### src/rtl/vdma_pkg.sv
package vdma_pkg;

  typedef enum logic [1:0] {
    SEQ_IDLE = 2'd0,
    SEQ_LEAD = 2'd1,
    SEQ_ACC  = 2'd2
  } seq_state_t;

  // Duration of one DRAM read in ticks.
  function automatic int access_ticks(input logic page, input int rand_t, input int page_t);
    return page ? page_t : rand_t;
  endfunction

  // Bus ticks consumed by a full burst of runs, each opened by a random access.
  function automatic int burst_bus_ticks(input int runs, input int run_len,
                                         input int rand_t, input int page_t);
    return runs * (rand_t + (run_len - 1) * page_t);
  endfunction

endpackage

### src/rtl/vdma_burst_seq.sv
module vdma_burst_seq #(
  parameter int ADDR_W     = 16,
  parameter int RUN_LEN    = 4,
  parameter int RUNS       = 2,
  parameter int RAND_TICKS = 5,
  parameter int PAGE_TICKS = 4
) (
  input  logic                         clk,
  input  logic                         rst_n,
  input  logic                         start,
  input  logic [ADDR_W-1:0]            start_addr,
  output logic                         busy,
  output logic                         burst_done,
  output logic                         cap_en,
  output logic [$clog2(RUN_LEN*RUNS)-1:0] cap_idx,
  output logic [ADDR_W-1:0]            mem_addr,
  output logic                         mem_rd,
  output logic                         mem_page,
  output logic                         cpu_halt
);
  import vdma_pkg::*;

  localparam int BYTES    = RUN_LEN * RUNS;
  localparam int IDX_W    = $clog2(BYTES);
  localparam int RUN_W    = $clog2(RUN_LEN);
  localparam int MAX_T    = (RAND_TICKS > PAGE_TICKS) ? RAND_TICKS : PAGE_TICKS;
  localparam int TICK_W   = $clog2(MAX_T);
  localparam int BUS_T    = burst_bus_ticks(RUNS, RUN_LEN, RAND_TICKS, PAGE_TICKS);

  seq_state_t          state;
  logic [IDX_W-1:0]    acc_idx;
  logic [TICK_W-1:0]   tick;
  logic [ADDR_W-1:0]   base_q;
  logic                cur_page;
  logic                last_tick;
  int                  acc_len;

  assign cur_page   = (acc_idx[RUN_W-1:0] != '0);
  assign acc_len    = access_ticks(cur_page, RAND_TICKS, PAGE_TICKS);
  assign last_tick  = (state == SEQ_ACC) && (tick == TICK_W'(acc_len - 1));
  assign burst_done = last_tick && (acc_idx == IDX_W'(BYTES - 1));
  assign cap_en     = last_tick;
  assign cap_idx    = acc_idx;
  assign mem_rd     = (state == SEQ_ACC);
  assign mem_page   = mem_rd && cur_page;
  assign mem_addr   = base_q + ADDR_W'(acc_idx);
  assign cpu_halt   = (state != SEQ_IDLE);
  assign busy       = cpu_halt;

  always_ff @(posedge clk or negedge rst_n) begin
    if (!rst_n) begin
      state   <= SEQ_IDLE;
      acc_idx <= '0;
      tick    <= '0;
      base_q  <= '0;
    end else begin
      unique case (state)
        SEQ_IDLE: if (start) begin
          base_q <= start_addr;
          state  <= SEQ_LEAD;
        end
        SEQ_LEAD: begin
          state   <= SEQ_ACC;
          acc_idx <= '0;
          tick    <= '0;
        end
        SEQ_ACC: begin
          if (last_tick) begin
            tick <= '0;
            if (burst_done) state <= SEQ_IDLE;
            else            acc_idx <= acc_idx + 1'b1;
          end else begin
            tick <= tick + 1'b1;
          end
        end
        default: state <= SEQ_IDLE;
      endcase
    end
  end

  // Independent observers of the bus: access length and halt span.
  logic              prev_rd;
  logic              prev_page;
  logic [ADDR_W-1:0] prev_addr;
  logic [7:0]        hold_cnt;
  logic [7:0]        halt_cnt;

  always_ff @(posedge clk or negedge rst_n) begin
    if (!rst_n) begin
      prev_rd   <= 1'b0;
      prev_page <= 1'b0;
      prev_addr <= '0;
      hold_cnt  <= '0;
      halt_cnt  <= '0;
    end else begin
      prev_rd   <= mem_rd;
      prev_page <= mem_page;
      prev_addr <= mem_addr;
      if (!mem_rd)                                hold_cnt <= '0;
      else if (prev_rd && mem_addr == prev_addr)  hold_cnt <= hold_cnt + 8'd1;
      else                                        hold_cnt <= 8'd1;
      halt_cnt <= cpu_halt ? halt_cnt + 8'd1 : 8'd0;
    end
  end

  assert_access_len_R2: assert property (@(posedge clk) disable iff (!rst_n)
    (prev_rd && (!mem_rd || mem_addr != prev_addr)) |->
      (int'(hold_cnt) == (prev_page ? PAGE_TICKS : RAND_TICKS)));

  assert_run_align_R3: assert property (@(posedge clk) disable iff (!rst_n)
    (mem_rd && !mem_page) |-> (mem_addr[RUN_W-1:0] == '0));

  assert_halt_lead_R4: assert property (@(posedge clk) disable iff (!rst_n)
    $rose(cpu_halt) |=> (mem_rd && !mem_page));

  assert_halt_span_R4: assert property (@(posedge clk) disable iff (!rst_n)
    $fell(cpu_halt) |-> (int'(halt_cnt) == BUS_T + 1));

endmodule

### src/rtl/vdma_line_ctl.sv
module vdma_line_ctl #(
  parameter int ADDR_W    = 16,
  parameter int BURSTS    = 10,
  parameter int BYTES     = 8,
  parameter int ALIGN_W   = 2,
  parameter int GAP_TICKS = 3
) (
  input  logic              clk,
  input  logic              rst_n,
  input  logic              line_start,
  input  logic [ADDR_W-1:0] base_addr,
  input  logic              dma_off,
  input  logic              fifo_room,
  input  logic              busy,
  input  logic              burst_done,
  output logic              start,
  output logic [ADDR_W-1:0] start_addr
);
  localparam int LEFT_W = $clog2(BURSTS + 1);
  localparam int GAP_W  = $clog2(GAP_TICKS + 2);

  logic [LEFT_W-1:0] left;
  logic [GAP_W-1:0]  gap_cnt;
  logic [ADDR_W-1:0] ptr;
  logic              line_idle;
  logic              accept;

  assign line_idle  = (left == '0) && !busy;
  assign accept     = line_start && line_idle && !dma_off;
  assign start      = (left != '0) && !busy && (gap_cnt == '0) && fifo_room;
  assign start_addr = ptr;

  always_ff @(posedge clk or negedge rst_n) begin
    if (!rst_n) begin
      left    <= '0;
      gap_cnt <= '0;
      ptr     <= '0;
    end else if (accept) begin
      left    <= LEFT_W'(BURSTS);
      gap_cnt <= '0;
      ptr     <= {base_addr[ADDR_W-1:ALIGN_W], {ALIGN_W{1'b0}}};
    end else begin
      if (start) begin
        left <= left - 1'b1;
        ptr  <= ptr + ADDR_W'(BYTES);
      end
      if (burst_done)          gap_cnt <= GAP_W'(GAP_TICKS);
      else if (gap_cnt != '0)  gap_cnt <= gap_cnt - 1'b1;
    end
  end

  assert_ignore_busy_R10: assert property (@(posedge clk) disable iff (!rst_n)
    (line_start && (left != '0)) |=> (left <= $past(left)));

endmodule

### src/rtl/vdma_pack.sv
module vdma_pack #(
  parameter int BYTES = 8
) (
  input  logic                     clk,
  input  logic                     rst_n,
  input  logic                     cap_en,
  input  logic [$clog2(BYTES)-1:0] cap_idx,
  input  logic [7:0]               rdata,
  output logic                     fifo_push,
  output logic [BYTES*8-1:0]       fifo_data
);
  localparam int IDX_W = $clog2(BYTES);

  for (genvar i = 0; i < BYTES; i++) begin : g_lane
    always_ff @(posedge clk or negedge rst_n) begin
      if (!rst_n)                                  fifo_data[i*8 +: 8] <= '0;
      else if (cap_en && cap_idx == IDX_W'(i))     fifo_data[i*8 +: 8] <= rdata;
    end
  end

  always_ff @(posedge clk or negedge rst_n) begin
    if (!rst_n) fifo_push <= 1'b0;
    else        fifo_push <= cap_en && (cap_idx == IDX_W'(BYTES - 1));
  end

endmodule

### src/rtl/vid_line_fetch.sv
module vid_line_fetch #(
  parameter int ADDR_W     = 16,
  parameter int RUN_LEN    = 4,
  parameter int RUNS       = 2,
  parameter int BURSTS     = 10,
  parameter int RAND_TICKS = 5,
  parameter int PAGE_TICKS = 4,
  parameter int GAP_TICKS  = 3
) (
  input  logic                      clk,
  input  logic                      rst_n,
  input  logic                      line_start,
  input  logic [ADDR_W-1:0]         base_addr,
  input  logic                      dma_off,
  output logic [ADDR_W-1:0]         mem_addr,
  output logic                      mem_rd,
  output logic                      mem_page,
  input  logic [7:0]                mem_rdata,
  output logic                      cpu_halt,
  input  logic                      fifo_room,
  output logic                      fifo_push,
  output logic [RUN_LEN*RUNS*8-1:0] fifo_data
);
  localparam int BYTES   = RUN_LEN * RUNS;
  localparam int IDX_W   = $clog2(BYTES);
  localparam int ALIGN_W = $clog2(RUN_LEN);

  logic              seq_start;
  logic [ADDR_W-1:0] seq_addr;
  logic              seq_busy;
  logic              seq_done;
  logic              cap_en;
  logic [IDX_W-1:0]  cap_idx;

  vdma_line_ctl #(
    .ADDR_W(ADDR_W), .BURSTS(BURSTS), .BYTES(BYTES),
    .ALIGN_W(ALIGN_W), .GAP_TICKS(GAP_TICKS)
  ) u_line (
    .clk(clk), .rst_n(rst_n), .line_start(line_start), .base_addr(base_addr),
    .dma_off(dma_off), .fifo_room(fifo_room), .busy(seq_busy),
    .burst_done(seq_done), .start(seq_start), .start_addr(seq_addr)
  );

  vdma_burst_seq #(
    .ADDR_W(ADDR_W), .RUN_LEN(RUN_LEN), .RUNS(RUNS),
    .RAND_TICKS(RAND_TICKS), .PAGE_TICKS(PAGE_TICKS)
  ) u_seq (
    .clk(clk), .rst_n(rst_n), .start(seq_start), .start_addr(seq_addr),
    .busy(seq_busy), .burst_done(seq_done), .cap_en(cap_en), .cap_idx(cap_idx),
    .mem_addr(mem_addr), .mem_rd(mem_rd), .mem_page(mem_page), .cpu_halt(cpu_halt)
  );

  vdma_pack #(.BYTES(BYTES)) u_pack (
    .clk(clk), .rst_n(rst_n), .cap_en(cap_en), .cap_idx(cap_idx),
    .rdata(mem_rdata), .fifo_push(fifo_push), .fifo_data(fifo_data)
  );

  assert_no_stray_read_R11: assert property (@(posedge clk) disable iff (!rst_n)
    mem_rd |-> cpu_halt);

  assert_room_gate_R8: assert property (@(posedge clk) disable iff (!rst_n)
    $rose(cpu_halt) |-> $past(fifo_room));

  assert_push_on_release_R5: assert property (@(posedge clk) disable iff (!rst_n)
    $fell(cpu_halt) |-> fifo_push);

endmodule

### config.mk
export PLATFORM = sky130hd
export DESIGN_NAME = vid_line_fetch
export DESIGN_NICKNAME = d
export VERILOG_FILES = /design/src/rtl/vdma_pkg.sv /design/src/rtl/vdma_burst_seq.sv /design/src/rtl/vdma_line_ctl.sv /design/src/rtl/vdma_pack.sv /design/src/rtl/vid_line_fetch.sv
export SDC_FILE = /design/constraint.sdc
export NUM_CORES = 1
export LEC_CHECK = 0
export CAP_MARGIN = 20
export CORE_MARGIN = 10
export CORE_UTILIZATION = 51
export CTS_CLUSTER_DIAMETER = 150
export DETAILED_ROUTE_END_ITERATION = 12
export PLACE_DENSITY = 0.81
export SETUP_SLACK_MARGIN = 0.02
export SLEW_MARGIN = 40
export SYNTH_ARGS = -nofsm -noshare
export SYNTH_HDL_FRONTEND = slang
export SYNTH_SLANG_ARGS = --single-unit
export TNS_END_PERCENT = 10
### constraint.sdc
create_clock -name clk -period 2.6 [get_ports clk]
set_clock_uncertainty 0.2 [all_clocks]
set_input_delay 0.52 -clock clk [delete_from_list [all_inputs] [get_ports clk]]
set_output_delay 0.52 -clock clk [all_outputs]
set_load 0.05 [all_outputs]
==> results of run 1 <==
## worst max-delay path by stage
stage | start | endpoint | slack, ps | cells after the start
global placement | u_seq.cap_idx[0] | u_pack.fifo_data[27] | 150 | 6
global route | u_seq.base_q[2] | mem_addr[15] | -60 | 6
finish | u_seq.base_q[2] | mem_addr[15] | 50 | 6
detailed placement | u_seq.cap_idx[0] | u_pack.fifo_data[31] | 120 | 6
floorplan | u_seq.state[0] | u_pack.fifo_data[0] | 20 | 7
CTS | u_seq.base_q[2] | mem_addr[8] | -7 | 6
## power by group
group          total, uW  internal [uW]  switching, uW
Combinational       2550           1110           1440
Sequential          2400           2030            376
Clock                993            393            600
Total               5940           3530           2410
## sequential cells by signal (all words and copies together) (netlist names)
signal	flops
u_pack.fifo_data	64
u_line.start_addr	14
u_seq.base_q	14
u_line.left	4
u_line.gap_cnt	3
u_seq.cap_idx	3
u_seq.tick	3
u_seq.state	2
u_pack.fifo_push	1
## cell families after synthesis
kind of cell / share of synthesized area
XOR/XNOR: 0.0312
buffers and inverters: 0.0233
adder cells (fa/ha/maj): 0.0446
flip-flops: 0.535
AO/OA/AOI/OAI: 0.0553
AND/OR/NAND/NOR: 0.135
multiplexers: 0.175
other: 0.000743
## layout by cell type, fill, tap and decap left out, types with 4 or more instances in the layout
| master | count |
|---|---|
| nor3_1 | 4 |
| xnor2_1 | 4 |
| xor2_1 | 6 |
| dfrtp_1 | 107 |
| mux2_1 | 4 |
| ha_1 | 17 |
| mux2_2 | 38 |
| nand3_2 | 4 |
| xnor2_2 | 8 |
| nand2_1 | 57 |
| inv_1 | 18 |
| buf_4 | 18 |
| buf_12 | 16 |
| clkbuf_8 | 10 |
| a21oi_1 | 5 |
| a31oi_1 | 6 |
| o21ai_0 | 11 |
| nor2_1 | 12 |
| mux2i_1 | 5 |
| and3_1 | 6 |
| mux2_4 | 24 |
| nand3_1 | 17 |
| clkdlybuf4s50_1 | 91 |
## stage by stage
stage                     setup WS (ps)  hold slack (ps)  cell area (um2)  TNS [ps]   util
after floorplan                    20.6             24.4             5050         0      -
after global placement              151              264             6540         0  0.672
after detailed placement            118              271             6540         0  0.672
after CTS                         -6.93              300             6810     -8.01  0.700
after global routing              -60.3              324             6850      -165  0.704
final                              52.8              296             6850         0  0.704
## routing by layer
metal	share of wire	vias to the layer above
li1	-	1708
met1	0.41	1776
met2	0.48	98
met3	0.099	6
met4	0.0075	0
met5	0	-
## timing repair
item                       CTS  global route
pin swaps                    1             1
gates resized for setup     11             8
setup endpoints to repair    9            20
setup buffers                0             1
hold buffers                 1             0
hold endpoints to repair    31             0
## area by class of cell
type	instances	area, um2
fill	696	2880
sequential	108	2700
multi-input combinational	278	2330
timing repair buffer	127	1390
tap	133	166
clock buffer	10	138
inverter	18	67.6
clock inverter	6	57.6
## worst max-delay path: cells and delay by family, from the launching register on
family | cells | cell delay, ps
xor gates and xnor gates | 1 | 210
adders and majority gates | 1 | 180
and+or+nand+nor | 3 | 490
DFF | 1 | 420
buffers and inverters | 1 | 160
==> summary.txt, run 1 <==
Outcome
  • Outcome: finished, final reports clean

GRT
  • Largest net degree at the start of global routing: 43
  • Met2 Use GR: 0.284
  • GR peak layer: met2
  • Antenna violations before repair: 0
  • Grt met1 use: 0.203
  • Global-route track usage on met3: 0.0914
  • Total global routing track utilization: 0.175
  • Overflow left after global routing: 0
  • First-pass GRT wire length: 20,100 um
  • Vias in the first global route: 3,771

Routing
  • Remaining antenna violation count after routing: 0
  • Drt total wl: 12,400 um
  • Drt first pass iters: 5
  • Via count: 3,588
  • Initial DRC count: 86
  • Vias/cell: 5.28
  • Drt drc: 0
  • DR WL/cell: 18.3 um

Yosys
  • Yosys Warn Count: 0
  • Mapped Area: 5050 um2
  • Cells after synthesis: 416
  • Main synth FF type: dfrtp_1
  • Syn nets: 463
  • Synth cell types: 50
  • Ys async rst share: 1.00
  • Number of synthesized register bits: 108
  • Post-synth top area share: 0.535
  • Synth top area cells: dfrtp_1, mux2_2, mux2_4
  • Number of synthesized flops with an enable pin: 0
  • Top-count cell post-synth: dfrtp_1
  • Register area share after synthesis: 0.535
  • Syn_area_per_cell: 12.1 um2
  • Synth top cells by count: dfrtp_1, nand2_1, mux2_2, mux2_4
  • Cell accounting for the most synthesized area: dfrtp_1

Clock tree
  • Clock sink count: 108
  • Total CTS buffers: 9
  • Root buffer cell: clkbuf_8
  • Clock-pin slew on the worst setup and hold paths: 100 ps
  • TritonCTS clock tree: built
  • Clock buffer depth: 2
  • Number of H-tree levels: 3
  • Clock Latency Late Sink: 370 ps

STA
  • Period Utilization, post-route: 0.980
  • Final setup viols: 0
  • Relative slew slack: 0.610
  • Peak Freq: 393 MHz
  • Min cycle time layout: 2550 ps
  • RSZ-0062 raised after global routing: true
  • Worst-Margin Slew: 583 ps
  • Max Transition Viols Final: 0
  • Hold Violations, Final: 0

Job
  • Maxcap violations: 0

Place
  • Dpl cells: 662
  • PortBufs: 110
  • Dpl hpwl: 9230 um
  • Global placement routability congestion: 0.871

Critical path
  • WP data arrival: 1830 ps
  • Crit path capture type: output pin
  • Critical path class: reg -> out
  • FF-to-FF Start: u_seq.cap_idx[0]
  • Worst path cell trace: ha_4, nand4_1, nor2_4, nand3_1, xnor2_2, buf_12
  • Crit-path slowest cell: dfrtp_1
  • R2R Setup Slk: 150 ps
  • Critical Path RT: 1880 ps
  • Startpoint types: flop
  • Reg2Reg Capture Point: u_pack.fifo_data[32]
  • Crit Path Max Fanout: 4
  • Max stage delay on crit path: 420 ps
  • Worst R2R Path Depth: 6

Power and ir drop
  • LEAKAGE: 0.00311 uW
  • P per Cell Area: 867 nW/um2
  • Tot Pwr: 5940 uW
  • Worst IR drop on VDD: 0.522 mV

Hold path
  • Hold crit path type: reg -> reg
  • Worst hold path endpoint: u_line.start_addr[2]
  • Min-Delay Startpoint: u_line.start_addr[2]
  • Hold depth: 2

Layout
  • Cell Count, Final, Fillers Out: 680
  • Fraction of layout cells with a size suffix above 1: 0.261
  • Layout area overhead: 35.7%
  • Antenna diode count: 0
  • Final #Nets: 589

Die
  • Cell Rows: 36
  • Die Width: 119 um
  • Starting Density: 0.519
  • IO Pins: 113
  • Die height: 119 um
  • Die ar.: 14,300 um2
  • Core area: 9730 um2
(Power assumes the default switching activity.)
==> run 2, diff against run 1 <==
==> constraint.sdc (replaced) <==
create_clock -name clk -period 2.6 [get_ports clk]
set_clock_uncertainty 0.2 [all_clocks]
set_input_delay 0.39 -clock clk [delete_from_list [all_inputs] [get_ports clk]]
set_output_delay 0.39 -clock clk [all_outputs]
set_load 0.05 [all_outputs]
==> summary.txt, run 2 (synthesis gave the netlist of run 1 again) <==
Critical path
  • Critical Path RT: 2010 ps (+130 ps)
  • Reg2Reg Capture Point: u_pack.fifo_data[2]
  • CP startpoint: u_seq.base_q[2]
  • Worst R2R Path Depth: 6 (unchanged)
  • Crit Path Max Fanout: 4 (unchanged)
  • Startpoint types: flop
  • Crit path capture type: output pin
  • FF-to-FF Start: u_seq.cap_idx[0]
  • WP data arrival: 1910 ps (+80 ps)
  • Critical path class: reg -> out
  • R2R Setup Slk: 130 ps (-20 ps)

STA
  • Final setup viols: 0 (unchanged)
  • Hold Violations, Final: 0 (unchanged)
  • Max Transition Viols Final: 0 (unchanged)
  • Final hold slack: 294 ps (-1.43 ps)
  • Relative slew slack: 0.612 (+0.00167)
  • Worst-Margin Slew: 581 ps (-2.49 ps)
  • RSZ-0062 raised after global routing: true
  • Peak Freq: 400 MHz (+2.0%)
  • Min cycle time layout: 2500 ps (-49.2 ps)
  • Period Utilization, post-route: 0.961 (-0.0189)
  • TNS Setup: 0 ps (unchanged)

Layout
  • Commonest non-fill, non-tap cell in the layout: dfrtp_1
  • Max FFs per register: 64 (unchanged)
  • Final #Nets: 586 (-0.51%)
  • Design Area, Final: 6800 um2 (-0.82%)
  • Layout area overhead: 34.6%
  • Fillers: 697 (+0.14%)
  • Fraction of layout cells with a size suffix above 1: 0.243 (-0.0188)
  • Most frequent cells in the layout: dfrtp_1, clkdlybuf4s50_1, nand2_1
  • Antenna diode count: 0 (unchanged)
  • Largest register by flop count: u_pack.fifo_data
  • Cell Count, Final, Fillers Out: 677 (-0.44%)

Power and ir drop
  • P per Cell Area: 872 nW/um2 (+0.55%)
  • Worst IR drop on VDD: 0.483 mV (-7.5%)
  • Tot Pwr: 5930 uW (-0.28%)
  • LEAKAGE: 0.00305 uW (-2.1%)

Place
  • Dpl cell area: 6520 um2 (-0.19%)
  • Global placement routability congestion: 0.865 (-0.61%)
  • PortBufs: 110 (unchanged)
  • Dpl cells: 660 (-0.30%)
  • Dpl hpwl: 9690 um (+5.0%)

Die
  • Core area: 9730 um2 (unchanged)
  • Die height: 119 um (unchanged)
  • Die Width: 119 um (unchanged)
  • Starting Density: 0.519 (unchanged)
  • IO Pins: 113 (unchanged)
  • Cell Rows: 36 (unchanged)
  • Die ar.: 14,300 um2 (unchanged)

Clock tree
  • Root buffer cell: clkbuf_8
  • TritonCTS clock tree: built
  • Clock Latency Late Sink: 380 ps (about the same)
  • Clock sink count: 108 (unchanged)
  • Number of H-tree levels: 3 (unchanged)
  • Total CTS buffers: 9 (unchanged)
  • Clock buffer depth: 2 (unchanged)
  • Clock-pin slew on the worst setup and hold paths: 120 ps (+20 ps)

GRT
  • Vias in the first global route: 4,062 (+7.7%)
  • Grt met1 use: 0.197 (-0.00553)
  • Total global routing track utilization: 0.186 (+0.0107)
  • Met2 Use GR: 0.316 (+0.0316)
  • Global-route track usage on met3: 0.0914 (unchanged)
  • Largest net degree at the start of global routing: 49 (+14%)
  • First-pass GRT wire length: 21,300 um (+6.4%)
  • Overflow left after global routing: 0 (unchanged)
  • Antenna violations before repair: 0 (unchanged)
  • GR peak layer: met2

Outcome
  • Outcome: finished, final reports clean

Routing
  • Drt total wl: 13,100 um (+5.2%)
  • Vias/cell: 5.35 (+1.5%)
  • Drt drc: 0 (unchanged)
  • Initial DRC count: 151 (+76%)
  • Remaining antenna violation count after routing: 0 (unchanged)
  • Via count: 3,624 (+1.0%)
  • DR WL/cell: 19.3 um (+5.7%)
  • Drt first pass iters: 4 (-1)

Hold path
  • Worst hold path endpoint: u_line.start_addr[2]
  • Min-Delay Startpoint: u_line.start_addr[2]
  • Hold depth: 2 (unchanged)
  • Hold crit path type: reg -> reg

Job
  • Maxcap violations: 0 (unchanged)
## run 2: changes by cell type in the layout (fill, tap and decap cells not counted), sizes merged
cell and change:
buf -4, clkdlybuf4s50 +1, clkinv -1, clkinvlp +1, dlygate4sd2 +1, dlymetal6s2s -1
## run 2: worst max-delay path by stage
stage / slack [ps] / cells after the start / to
after floorplan: 20 / 7 / u_pack.fifo_data[0]
after global placement: 200 / 6 / u_pack.fifo_data[27]
after detailed placement: 100 / 6 / u_pack.fifo_data[27]
after CTS: 60 / 6 / mem_addr[15]
after global routing: -10 / 6 / u_pack.fifo_data[2]
final: 100 / 6 / mem_addr[15]
## run 2: final cells by class
| type | instances | area, um2 | share of cell area |
|---|---|---|---|
| multi-input cells | 278 | 2300 | 0.339 |
| flip-flops and latches | 108 | 2700 | 0.398 |
| repair buffers | 124 | 1370 | 0.201 |
| well taps | 133 | 166 | 0.0245 |
| inverters | 18 | 67.6 | 0.00994 |
| clock inverters | 6 | 53.8 | 0.00792 |
| clock buffers | 10 | 138 | 0.0203 |
## run 2: worst max-delay path, stage by stage (launching register included)
cell and delay [ps]:
dfrtp_1 430, ha_4 190, nand4_1 190, nor2_4 200, nand3_1 150, xnor2_2 210
buf_12 170
## run 2: timing repair
item,4_1_cts,5_1_grt
gates resized for setup,8,6
pin swaps,0,1
setup endpoints to repair,9,27
hold buffers,1,0
cloned,0,0
endpoints found under the hold margin,40,0
setup buffers,0,0
## run 2: routing by layer
metal | up-vias | part of all wire
met5 | - | 0
met4 | 0 | 0.017
met2 | 106 | 0.49
met3 | 17 | 0.11
met1 | 1805 | 0.38
li1 | 1696 | -
## run 2: through the flow
stage	util	setup slack, ps
3_3_place_gp	0.671	205
5_1_grt	0.698	-13.9
6_report	0.698	102
3_5_place_dp	0.671	97.2
2_1_floorplan	-	20.6
4_1_cts	0.695	65.0
## run 2: power breakdown
group	switching, uW	internal [uW]
registers	368	2030
clock network	618	392
logic	1440	1080
